### src/rtl/csf_pkg.sv
package csf_pkg;
  typedef enum logic [1:0] {PH_SEEK, PH_REPLAY, PH_PASS} phase_t;
  typedef enum logic [1:0] {W_LEAD, W_LEN, W_SKIP, W_DONE} walk_t;

  localparam logic [7:0] SYNC_BYTE = 8'hFF;
  localparam logic [3:0] TAIL_NIB  = 4'h3;

  // bytes to drop after a header length byte before the next length byte
  function automatic logic [8:0] field_gap(input logic [7:0] len);
    return {1'b0, len} + 9'd2;
  endfunction

  function automatic logic is_tail(input logic [7:0] b);
    return b[7:4] == TAIL_NIB;
  endfunction
endpackage

### src/rtl/csf_pos_track.sv
module csf_pos_track #(
  parameter int LEN_W = 16
) (
  input  logic             clk,
  input  logic             rst_n,
  input  logic             acc,
  input  logic [LEN_W-1:0] img_len,
  output logic [LEN_W-1:0] pos,
  output logic             at_last
);
  assign at_last = (pos == img_len - LEN_W'(1));

  always_ff @(posedge clk) begin
    if (!rst_n)              pos <= '0;
    else if (acc && at_last) pos <= '0;
    else if (acc)            pos <= pos + LEN_W'(1);
  end
endmodule

### src/rtl/csf_hdr_walk.sv
module csf_hdr_walk import csf_pkg::*; #(
  parameter int HDR_OFS = 15,
  parameter int NFIELDS = 4,
  parameter int LEN_W   = 16
) (
  input  logic             clk,
  input  logic             rst_n,
  input  logic             acc,
  input  logic             restart,
  input  logic [LEN_W-1:0] pos,
  input  logic [7:0]       data,
  output logic             hdr_done
);
  localparam int FC_W = (NFIELDS > 1) ? $clog2(NFIELDS) : 1;

  walk_t           st;
  logic [FC_W-1:0] fcnt;
  logic [8:0]      skip;

  assign hdr_done = (st == W_DONE);

  always_ff @(posedge clk) begin
    if (!rst_n || restart) begin
      st   <= W_LEAD;
      fcnt <= '0;
      skip <= '0;
    end else if (acc) begin
      case (st)
        W_LEAD: if (pos == LEN_W'(HDR_OFS - 1)) st <= W_LEN;
        W_LEN: begin
          skip <= field_gap(data);
          st   <= W_SKIP;
        end
        W_SKIP: begin
          if (skip == 9'd1) begin
            if (fcnt == FC_W'(NFIELDS - 1)) st <= W_DONE;
            else begin
              fcnt <= fcnt + FC_W'(1);
              st   <= W_LEN;
            end
          end else skip <= skip - 9'd1;
        end
        default: st <= W_DONE;
      endcase
    end
  end
endmodule

### src/rtl/csf_sync_match.sv
module csf_sync_match import csf_pkg::*; #(
  parameter int PRE_LEN = 4
) (
  input  logic       clk,
  input  logic       rst_n,
  input  logic       cmp_mode,
  input  logic       scan_acc,
  input  logic       restart,
  input  logic [7:0] data,
  output logic       hit
);
  localparam int RUN_W = $clog2(PRE_LEN);

  logic [RUN_W-1:0] run;      // pending 0xFF bytes of a partial uncompressed match
  logic             prev_ff;  // last scanned byte was 0xFF (compressed marker head)
  logic             is_ff;

  assign is_ff = (data == SYNC_BYTE);
  assign hit   = cmp_mode ? (prev_ff && is_tail(data))
                          : (is_ff && run == RUN_W'(PRE_LEN - 1));

  always_ff @(posedge clk) begin
    if (!rst_n || restart) begin
      run     <= '0;
      prev_ff <= 1'b0;
    end else if (scan_acc) begin
      prev_ff <= is_ff;
      if (!is_ff)                           run <= '0;
      else if (run != RUN_W'(PRE_LEN - 1))  run <= run + RUN_W'(1);
    end
  end
endmodule

### src/rtl/cfg_sync_finder.sv
module cfg_sync_finder import csf_pkg::*; #(
  parameter int HDR_OFS = 15,
  parameter int NFIELDS = 4,
  parameter int PRE_LEN = 4,
  parameter int LEN_W   = 16
) (
  input  logic             clk,
  input  logic             rst_n,
  input  logic             cmp_mode,
  input  logic [LEN_W-1:0] img_len,
  input  logic             in_valid,
  output logic             in_ready,
  input  logic [7:0]       in_data,
  output logic             out_valid,
  input  logic             out_ready,
  output logic [7:0]       out_data,
  output logic             out_start,
  output logic             miss
);
  localparam int RUN_W = $clog2(PRE_LEN);

  phase_t           ph;
  logic [RUN_W-1:0] rcnt;
  logic             end_pend, first_pend, miss_q;

  // named internal events
  logic             seek_w, replay_w, pass_w;
  logic             acc, acc_last, scan_en, scan_acc, hit, hit_ev, img_last;
  logic [LEN_W-1:0] pos;

  assign seek_w   = (ph == PH_SEEK);
  assign replay_w = (ph == PH_REPLAY);
  assign pass_w   = (ph == PH_PASS);

  assign in_ready  = seek_w || (pass_w && out_ready);
  assign out_valid = replay_w || (pass_w && in_valid);
  assign out_data  = replay_w ? SYNC_BYTE : in_data;
  assign out_start = replay_w ? (rcnt == '0) : (pass_w && first_pend && in_valid);
  assign miss      = miss_q;

  assign acc      = in_valid && in_ready;
  assign acc_last = acc && img_last;
  assign scan_acc = acc && seek_w && scan_en;
  assign hit_ev   = scan_acc && hit;

  logic hdr_done;
  assign scan_en = cmp_mode || hdr_done;

  csf_pos_track #(.LEN_W(LEN_W)) u_pos (
    .clk(clk), .rst_n(rst_n), .acc(acc), .img_len(img_len),
    .pos(pos), .at_last(img_last)
  );

  csf_hdr_walk #(.HDR_OFS(HDR_OFS), .NFIELDS(NFIELDS), .LEN_W(LEN_W)) u_walk (
    .clk(clk), .rst_n(rst_n), .acc(acc), .restart(acc_last),
    .pos(pos), .data(in_data), .hdr_done(hdr_done)
  );

  csf_sync_match #(.PRE_LEN(PRE_LEN)) u_match (
    .clk(clk), .rst_n(rst_n), .cmp_mode(cmp_mode), .scan_acc(scan_acc),
    .restart(acc_last), .data(in_data), .hit(hit)
  );

  always_ff @(posedge clk) begin
    if (!rst_n) begin
      ph         <= PH_SEEK;
      rcnt       <= '0;
      end_pend   <= 1'b0;
      first_pend <= 1'b0;
      miss_q     <= 1'b0;
    end else begin
      miss_q <= acc_last && seek_w && !hit_ev;
      case (ph)
        PH_SEEK: if (hit_ev) begin
          if (cmp_mode) begin
            if (!img_last) begin
              ph         <= PH_PASS;
              first_pend <= 1'b1;
            end
          end else begin
            ph       <= PH_REPLAY;
            rcnt     <= '0;
            end_pend <= img_last;
          end
        end
        PH_REPLAY: if (out_ready) begin
          if (rcnt == RUN_W'(PRE_LEN - 1)) ph <= end_pend ? PH_SEEK : PH_PASS;
          else rcnt <= rcnt + RUN_W'(1);
        end
        PH_PASS: begin
          if (out_valid && out_ready) first_pend <= 1'b0;
          if (acc_last) begin
            ph         <= PH_SEEK;
            first_pend <= 1'b0;
          end
        end
        default: ph <= PH_SEEK;
      endcase
    end
  end
endmodule

### config.mk
export PLATFORM = sky130hd
export DESIGN_NAME = cfg_sync_finder
export DESIGN_NICKNAME = d
export VERILOG_FILES = /design/src/rtl/csf_pkg.sv /design/src/rtl/csf_pos_track.sv /design/src/rtl/csf_hdr_walk.sv /design/src/rtl/csf_sync_match.sv /design/src/rtl/cfg_sync_finder.sv
export SDC_FILE = /design/constraint.sdc
export NUM_CORES = 1
export LEC_CHECK = 0
export ABC_AREA = 1
export BUFFER_PORTS_ARGS = -buffer_cell sky130_fd_sc_hd__buf_2
export CAP_MARGIN = 20
export CORE_ASPECT_RATIO = 0.8
export CORE_UTILIZATION = 50
export CTS_BUF_LIST = sky130_fd_sc_hd__clkbuf_8
export DETAILED_ROUTE_END_ITERATION = 7
export PLACE_DENSITY = 0.75
export SLEW_MARGIN = 30
export SYNTH_ARGS = -nofsm -noshare
export SYNTH_HDL_FRONTEND = slang
export SYNTH_SLANG_ARGS = --single-unit
export TNS_END_PERCENT = 100
### constraint.sdc
create_clock -name clk -period 1.9 [get_ports clk]
set_input_delay 0.095 -clock clk [delete_from_list [all_inputs] [get_ports clk]]
set_output_delay 0.095 -clock clk [all_outputs]
set_load 0.1 [all_outputs]
[Yosys cells after proc, flatten, opt, wreduce, memory -nomap -nowiden]
Index checks and enable logic that the tools add are counted.
Operators by class
  add/subtract/negate cells: 7
  equality and inequality tests: 28
  multiplexer cells: 30
  bitwise gates (word level): 3
  reduce and logical (&&, ||, !) cells: 35
Operators with widths (count)
  $mux 2: 16
  $pmux 9 s2: 1
  $add 16x1->16 const B: 1
  $eq 16x16->1: 1
  $eq 16x4->1 const B: 1
  $ne 2x2->1 const B: 8
  $sub 16x1->16 const B: 1
  $reduce_and 5->1: 3
  $logic_and 1x1->1: 14
  $eq 2x2->1 const B: 6
  $pmux 2 s3: 2
  $ne 2x1->1 const B: 5
  $add 8x2->9 const B: 1
  $eq 9x1->1 const B: 1
  $mux 9: 1
  $reduce_and 3->1: 3
  $sub 9x1->9 const B: 1
  $eq 8x8->1 const B: 1
  $mux 8: 1
  $mux 1: 7
  $add 2x1->2 const B: 3
  $logic_not 2->1: 3
  $reduce_bool 2->1: 3
  $eq 2x1->1 const B: 2
  other kinds (11): 17
Storage, ports and cells
  flip-flop bits (word level): 39
  input port bits: 29
  output and inout port bits: 12

[Depth between registers and ports, before layout]
Gate-level depths: netlist of run 1.
  depth in word-level cells: 9
  mapped depth: 16

[Modules after synthesis]
Synthesis of run 1 repeated with hierarchy kept, for this count alone.
Second synthesis, totals
  cells, all modules: 539
  area, all modules: 3359.5 µm²
By module, submodules not included
  csf_pos_track: instances 1, cells each 249, area each 1521.5 µm²
  csf_hdr_walk: instances 1, cells each 169, area each 1092.3 µm²
  cfg_sync_finder: instances 1, cells each 85, area each 521.8 µm²
  csf_sync_match: instances 1, cells each 36, area each 224.0 µm²

[Worst setup path after synthesis of run 1]
OpenSTA, ideal clock, no wires.
  kind: reg2out
  start: register ph[1]
  end: output port out_valid
  arrival time: 2.790 ns
  required time: 1.805 ns
  setup slack: -0.985 ns
  stages on the path, launching flop included: 5
  path buffers: 0
  path through: dfxtp_1 > inv_1 > nor2_1 > inv_1 > o21ai_0
On the way
  cells in the longest elaborated chain, start to end: 3
  elaborated cells on any way between the ends: 4
  classes of those cells: 2 x eq/ne; 2 x reduce/logical
RTL lines
  start: declaration: RTL line cfg_sync_finder.sv:22  | phase_t ph;
  start signal: assignment: RTL line cfg_sync_finder.sv:87  | if (rcnt == RUN_W'(PRE_LEN - 1)) ph <= end_pend ? PH_SEEK : PH_PASS;
  $eq 2x2->1: RTL line cfg_sync_finder.sv:33  | assign pass_w = (ph == PH_PASS);
  $logic_and 1x1->1: RTL line cfg_sync_finder.sv:36  | assign out_valid = replay_w || (pass_w && in_valid);
  $logic_or 1x1->1 (*): RTL line cfg_sync_finder.sv:36
  end: declaration: RTL line cfg_sync_finder.sv:14  | output logic out_valid,
Every way passes the cells marked *; elsewhere a longest branch is shown, timed or not.

[Worst setup path in the final report of run 1]
  start: register ph[0]
  end: output port out_valid
Same word-level chain as after synthesis.

==> key figures, run 1 <==
Power
  – Pwr dens: 552 nW/um2
  – P_leak: 1.64 nW
  – Worst vdd ir: 0.383 mV

Setup path
  – Req. time, crit path: around 1.8 ns
  – CP max FO: 6
  – CP Launch Type: register
  – CP cell instances: buf_4 > nor2_1 > inv_1 > o21ai_1 > buf_2
  – Worst path bufs/invs: 3
  – Slowest-stage cell, CP: buf_2
  – Critical Path Max Stage Delay: 0.44 ns
  – Critical path class: register to output port
  – Crit. End Element: output port
  – CP top delay family: buffers and inverters
  – Arr. time, crit path: 1.68 ns

Die
  – Total Die Area: 6450 um2
  – Die width: ~90 um
  – DIE HEIGHT: 72.0 um
  – FP Rows: 25
  – Core Area: just under 6000 um2
  – Starting Density: 0.519
  – Io pins: 41

Synth
  – Library cells used by synthesis: 40
  – Mapped Avg Cell Area: 6.23 um2
  – Mapped Cells: 492
  – Top post-synthesis cells by area: dfxtp_1 25%, nand2_1 15%, nor2_1 8.8%
  – Cell Area, Synth: 3070 um2
  – Synth Flop Type: dfxtp_1
  – Post-synth EDFFs: 0
  – Seq/Total Area, Yosys: 0.255
  – Synth Register Bits: 39
  – Syn Nets: 531
  – Share of the synthesized area in the top cell type: 0.255
  – Synth warn: 0
  – Synth async-reset ratio: 0
  – Cell with the most instances after synthesis: nand2_1
  – Post-synth top cells: 125 x nand2_1, 72 x nor2_1, 64 x inv_1
  – Post-synth top area cell: dfxtp_1

Timing
  – Slew Limit Headroom: 0.674
  – Slew Viols, Final: 0
  – Fin crit share: 0.935
  – Worst-Margin Slew: 0.493 ns
  – Final setup fails: 0
  – Final hold viol count: 0
  – Min Tclk post-route: 1.78 ns
  – Clock skew: 0.00741 ns
  – Highest Clock Rate: around 560 MHz

Clock network
  – Clk slew on worst S/H paths: ~0.08 ns
  – CTS tree: built
  – CTS Buffer Depth: 2
  – CTS root buffer: clkbuf_8
  – Htree depth: 2
  – Clock Sinks: 39
  – Num CTS Buffers: 5
  – Worst-Skew Late Latency: 0.29 ns

Min path
  – Hold Crit Class: input port to register

Global route
  – Global-route wire length before repair: roughly 13000 um
  – Overall routing resource usage: 0.247
  – Largest net degree at the start of global routing: 33
  – Gr ovfl total: 0
  – Initial antenna violation count: 0
  – Vias in the first global route: ~2900

Layout
  – Post-Layout Inst Area: 3640 um2
  – Layout cells sized above 1: 0.192
  – Fillers: roughly 540
  – Antenna cells: 0
  – Fin cells: between 600 and 700
  – Final net count: 589
  – Layout area overhead: 18.6%

Outcome
  – Status: complete, no violations

Placement
  – Detail Placement HPWL: 6010 um
  – I/O Buffers: 40
  – Inst Count DP: 622
  – Routability-driven placement congestion ratio: approximately 0.94
  – Placed instance area: 3470 um2

Route
  – Final wirelength: 7610 um
  – DR WL/cell: 12.0 um
  – Avg Vias per Cell: 5.16
  – Vias: between 3000 and 4000
  – Iteration-0 DRC Markers: 188
  – Residual DRC: 0
  – First drt pass iteration count: 5
  – Final ANT Viol Nets: 0

Flow run
  – Number of max-cap violations: 0
-- where the power goes --
group	internal, mW	leakage [nW]	switching [mW]
logic	0.178	1.28	0.437
clock network	0.251	0.0453	0.295
registers	0.832	0.318	0.0128
total	1.26	1.64	0.745
-- layer usage --
metal	GRT usage	part of all wire	up-vias
li1	-	-	1699
met1	0.359	0.50	1486
met2	0.380	0.45	67
met3	0.0387	0.046	6
met4	0.0653	0.0063	0
met5	0	0	-
-- final cells by class --
class	instances	area, um2	area share
Clock buffer	5	68.8	0.0189
Clock inverter	3	16.3	0.00447
Inverter	66	253	0.0695
Multi-Input combinational cell	381	2050	0.563
Sequential cell	39	791	0.217
Tap cell	81	101	0.0279
Timing Repair Buffer	57	360	0.0991
-- final timing paths --
check            startpoint             end  slack [ns]  cells after the start
max                   ph[0]       out_valid        0.12                      5
min                   rst_n         rcnt[0]        0.10                      3
max reg2reg           ph[1]   u_pos.pos[15]        0.13                     11
min reg2reg  u_walk.fcnt[1]  u_walk.fcnt[1]        0.47                      2
-- per-stage QoR --
stage          TNS [ns]  total power, mW  utilization  worst slack, ns  hold WS [ns]
6_report              0             2.01        0.615            0.124         0.101
5_1_grt         -0.0145             2.11        0.615          -0.0145         0.104
4_1_cts               0             2.00        0.602           0.0595        0.0706
3_5_place_dp      -2.26             1.46        0.588          -0.0864         0.386
3_3_place_gp     -0.107             1.45        0.588          -0.0166         0.380
2_1_floorplan     -1.44             1.30            -           -0.318         0.233
-- flip-flops by register name, indices dropped and copies added (netlist names) --
signal and cells:
u_pos.pos 16, rcnt 2, u_walk.skip 9, first_pend 1, u_match.prev_ff 1, u_match.run 2, ph 2, u_walk.fcnt 2
u_walk.st 2, end_pend 1, miss 1
-- logic make-up (layout without fill, tap and decap cells) --
family | Yosys count | count (layout) | share of synthesized area
fa+ha+maj | 10 | 10 | 0.0408
flops | 39 | 39 | 0.255
buf+inv | 72 | 131 | 0.0938
simple gates | 286 | 286 | 0.426
compound gates | 58 | 58 | 0.108
xor+xnor | 27 | 27 | 0.0771
-- layout by cell type (no fill, tap or decap), types with 15 or more instances in the layout --
cell     instances
buf_4           15
a21oi_1         29
dfxtp_1         33
buf_2           39
nand3_1         31
nand2_1        122
xor2_1          17
o21ai_0         15
nor2_1          71
inv_1           64
-- what timing repair did --
| item | in CTS | in global routing |
|---|---|---|
| buffers inserted | 0 | 1 |
| hold buffers | 0 | 0 |
| gates resized for setup | 0 | 15 |
| setup endpoints to repair | 0 | 38 |
-- tightest hold or removal path: stages --
cell and delay (ns):
buf_2 0.13, o21ai_0 0.08, a21oi_1 0.04
No activity file was read; power rests on OpenSTA's default activity.
==> run 2, diff against run 1 <==
CTS_BUF_LIST = default   (was sky130_fd_sc_hd__clkbuf_8)
GPL_ROUTABILITY_DRIVEN = 0   (was default)
PLACE_DENSITY = 0.74   (was 0.75)
SYNTH_HIERARCHICAL = 1   (was default)
==> key figures, run 2 <==
Synth
  – Library cells used by synthesis: 40 (unchanged)
  – Seq/Total Area, Yosys: 0.232 (was 0.255)
  – Synth Register Bits: 39 (unchanged)
  – Syn Nets: 577 (was 531)
  – Post-synth top cells: 134 x nand2_1, 80 x nor2_1, 74 x inv_1 (was 125 x nand2_1, 72 x nor2_1, 64 x inv_1)
  – Share of the synthesized area in the top cell type: 0.232 (was 0.255)
  – Mapped Cells: 539 (was 492)
  – Synth Flop Type: dfxtp_1 (unchanged)
  – Cell with the most instances after synthesis: nand2_1 (unchanged)
  – Post-synth EDFFs: 0 (unchanged)
  – Mapped Avg Cell Area: 6.23 um2 (about the same)
  – Synth warn: 6 (was 0)
  – Cell Area, Synth: 3360 um2 (was 3070 um2)
  – Top post-synthesis cells by area: dfxtp_1 23%, nand2_1 15%, nor2_1 8.9% (was dfxtp_1 25%, nand2_1 15%, nor2_1 8.8%)
  – Synth async-reset ratio: 0 (unchanged)
  – Post-synth top area cell: dfxtp_1 (unchanged)

Timing
  – Fin crit share: 1.03 (was 0.935)
  – Worst setup margin: -0.0575 ns (was 0.124 ns)
  – Min Tclk post-route: 1.96 ns (was 1.78 ns)
  – Slew Viols, Final: 0 (unchanged)
  – RSZ-0062 raised after global routing: true
  – Slew Limit Headroom: 0.677 (was 0.674)
  – Final setup fails: 9 (was 0)
  – Worst-Margin Slew: 0.488 ns (was 0.493 ns)
  – Final hold viol count: 0 (unchanged)
  – Clock skew: 0.00776 ns (was 0.00741 ns)
  – Highest Clock Rate: 511 MHz (was 563 MHz)

Route
  – Final ANT Viol Nets: 0 (unchanged)
  – Iteration-0 DRC Markers: 169 (was 188)
  – First drt pass iteration count: 5 (unchanged)
  – Vias: 3669 (was 3258)
  – Residual DRC: 0 (unchanged)
  – DR WL/cell: 11.8 um (was 12.0 um)
  – Final wirelength: 8470 um (was 7610 um)
  – Avg Vias per Cell: 5.10 (was 5.16)

Setup path
  – CP max FO: 4 (was 6)
  – Critical path class: register to register (was register to output port)
  – Worst R2R End: first_pend (was u_pos.pos[15])
  – CP cell instances: xor2_2 > nand3b_1 > nand3_1 > nand3b_1 > nor2_1 > nand3_1 > nor2_2 > nand4_1 > buf_4 > nand3_2 > nand3_2 > nand2_1 > nor2_1 (was buf_4 > nor2_1 > inv_1 > o21ai_1 > buf_2)
  – Slowest-stage cell, CP: dfxtp_2 (was buf_2)
  – Arr. time, crit path: 2.14 ns (was 1.68 ns)
  – Crit. End Element: register (was output port)
  – CP Launch Type: register (unchanged)
  – CP top delay family: simple AND/OR/NAND/NOR gates (was buffers and inverters)
  – Critical Path Max Stage Delay: 0.36 ns (was 0.44 ns)
  – Req. time, crit path: 2.09 ns (was 1.80 ns)
  – R2R setup slack: -0.06 ns (was 0.13 ns)
  – Worst path bufs/invs: 1 (was 3)
  – R2r startpoint: u_pos/pos[12] (was ph[1])
  – Worst-case reg-to-reg path depth: 13 (was 11)

Die
  – Starting Density: 0.522 (was 0.519)
  – Total Die Area: 7050 um2 (was 6450 um2)
  – Core Area: 6440 um2 (was 5910 um2)
  – Io pins: 41 (unchanged)
  – FP Rows: 26 (was 25)
  – Die width: 93.6 um (was 89.6 um)
  – DIE HEIGHT: 75.3 um (was 72.0 um)

Outcome
  – Status: complete, but fails checks (was complete, no violations)
  – Failing checks: setup timing

Layout
  – Layout area overhead: 26.3% (was 18.6%)
  – Final net count: 672 (was 589)
  – Layout cells sized above 1: 0.290 (was 0.192)
  – Commonest non-fill, non-tap cells in the layout: 130 x nand2_1, 74 x nor2_1, 73 x inv_1 (was 122 x nand2_1, 71 x nor2_1, 64 x inv_1)
  – Largest registers: u_pos/pos (16), u_walk/skip (9) (was u_pos.pos (16), u_walk.skip (9))
  – Antenna cells: 0 (unchanged)
  – Top reg by flops: u_pos/pos (was u_pos.pos)
  – Fin cells: 719 (was 632)
  – Max FFs per register: 16 (unchanged)
  – Commonest non-fill, non-tap cell in the layout: nand2_1 (unchanged)

Global route
  – Initial antenna violation count: 0 (unchanged)
  – Vias in the first global route: 3134 (was 2920)
  – Largest net degree at the start of global routing: 17 (was 33)
  – Gr ovfl total: 0 (unchanged)
  – Overall routing resource usage: 0.246 (was 0.247)
  – Global-route wire length before repair: 13800 um (was 12600 um)

Clock network
  – Clock Sinks: 39 (unchanged)
  – CTS tree: built (unchanged)
  – Num CTS Buffers: 5 (unchanged)
  – CTS Buffer Depth: 2 (unchanged)
  – Htree depth: 2 (unchanged)
  – Clk slew on worst S/H paths: 0.08 ns (about the same)
  – CTS root buffer: clkbuf_8 (unchanged)
  – Worst-Skew Late Latency: 0.29 ns (about the same)
  – Count of hold-fix buffers inserted at cts: 0 (unchanged)

Min path
  – HP Start: rst_n (unchanged)
  – Hold Crit Class: input port to register (unchanged)
  – Hold Path Depth: 3 (unchanged)
  – Hold Crit Endpoint: first_pend (was rcnt[0])

Power
  – P_leak: 2.00 nW (was 1.64 nW)
  – Worst vdd ir: 0.447 mV (was 0.383 mV)
  – Pwr dens: 458 nW/um2 (was 552 nW/um2)

Placement
  – I/O Buffers: 40 (unchanged)
  – Inst Count DP: 708 (was 622)
  – Detail Placement HPWL: 6690 um (was 6010 um)
  – Post-place setup slack: -0.328 ns (was -0.0864 ns)

Flow run
  – Number of max-cap violations: 0 (unchanged)
==> run 2: worst register-to-register path, cell delays in order, from the launching register on <==
cell,delay (ns)
dfxtp_2,0.36
xor2_2,0.16
nand3b_1,0.14
nand3_1,0.07
nand3b_1,0.16
nor2_1,0.11
nand3_1,0.08
nor2_2,0.12
nand4_1,0.19
buf_4,0.20
nand3_2,0.08
nand3_2,0.06
nand2_1,0.08
nor2_1,0.04
==> run 2: power by group <==
part / switching (mW) / internal [mW]
combinational: 0.245 / 0.148
clock: 0.301 / 0.425
sequential: 0.00354 / 0.820
==> run 2: cell type report <==
| type | count | area (um2) |
|---|---|---|
| clock inverter | 2 | 35.0 |
| sequential | 39 | 795 |
| clock buffer | 6 | 82.6 |
| timing repair buffer | 92 | 593 |
| tap | 84 | 105 |
| multi-input combinational | 417 | 2330 |
| fill | 583 | 2200 |
| inverter | 79 | 307 |
==> run 2: logic make-up after synthesis <==
| logic type | after synthesis | synth area share |
|---|---|---|
| flip-flops | 39 | 0.232 |
| XOR/XNOR | 26 | 0.0678 |
| buffers and inverters | 83 | 0.104 |
| adder cells (fa/ha/maj) | 9 | 0.0335 |
| multiplexers | 2 | 0.00596 |
| AND/OR/NAND/NOR | 336 | 0.485 |
| AO/OA/AOI/OAI | 44 | 0.0723 |
==> run 2: worst max path at each step <==
stage	start	to	slack (ns)	cells past startpoint
floorplan	ph[1]	u_pos/pos[12]	-0.002	13
CTS	u_pos/pos[12]	first_pend	-0.04	13
global placement	img_len[0]	u_walk/st[1]	-0.18	17
finish	u_pos/pos[12]	first_pend	-0.06	13
detailed placement	img_len[0]	u_walk/st[0]	-0.33	17
global route	u_pos/pos[0]	first_pend	-0.25	15
==> run 2: routing by layer <==
layer,up-vias,part of all wire,track usage
met4,0,0.016,0.0632
li1,1895,-,-
met3,19,0.063,0.0419
met1,1635,0.48,0.345
met5,-,0,0
met2,120,0.44,0.398
==> run 2: per-stage QoR <==
stage               TNS [ns]  total power [mW]  instance area, um2  hold WS [ns]   util
floorplan           -0.00190              1.08                3420         0.221      -
global placement       -2.47              1.21                4050         0.411  0.628
detailed placement     -4.46              1.22                4050         0.424  0.628
CTS                  -0.0952              1.95                4230         0.112  0.657
global route           -5.16              2.03                4240         0.129  0.659
finish                -0.116              1.94                4240         0.126  0.659
==> run 2: repair_timing <==
action                     4_1_cts  5_1_grt
buffers inserted                 3        0
setup endpoints to repair       17       36
resized for setup               12        4
pin swaps                       10        3
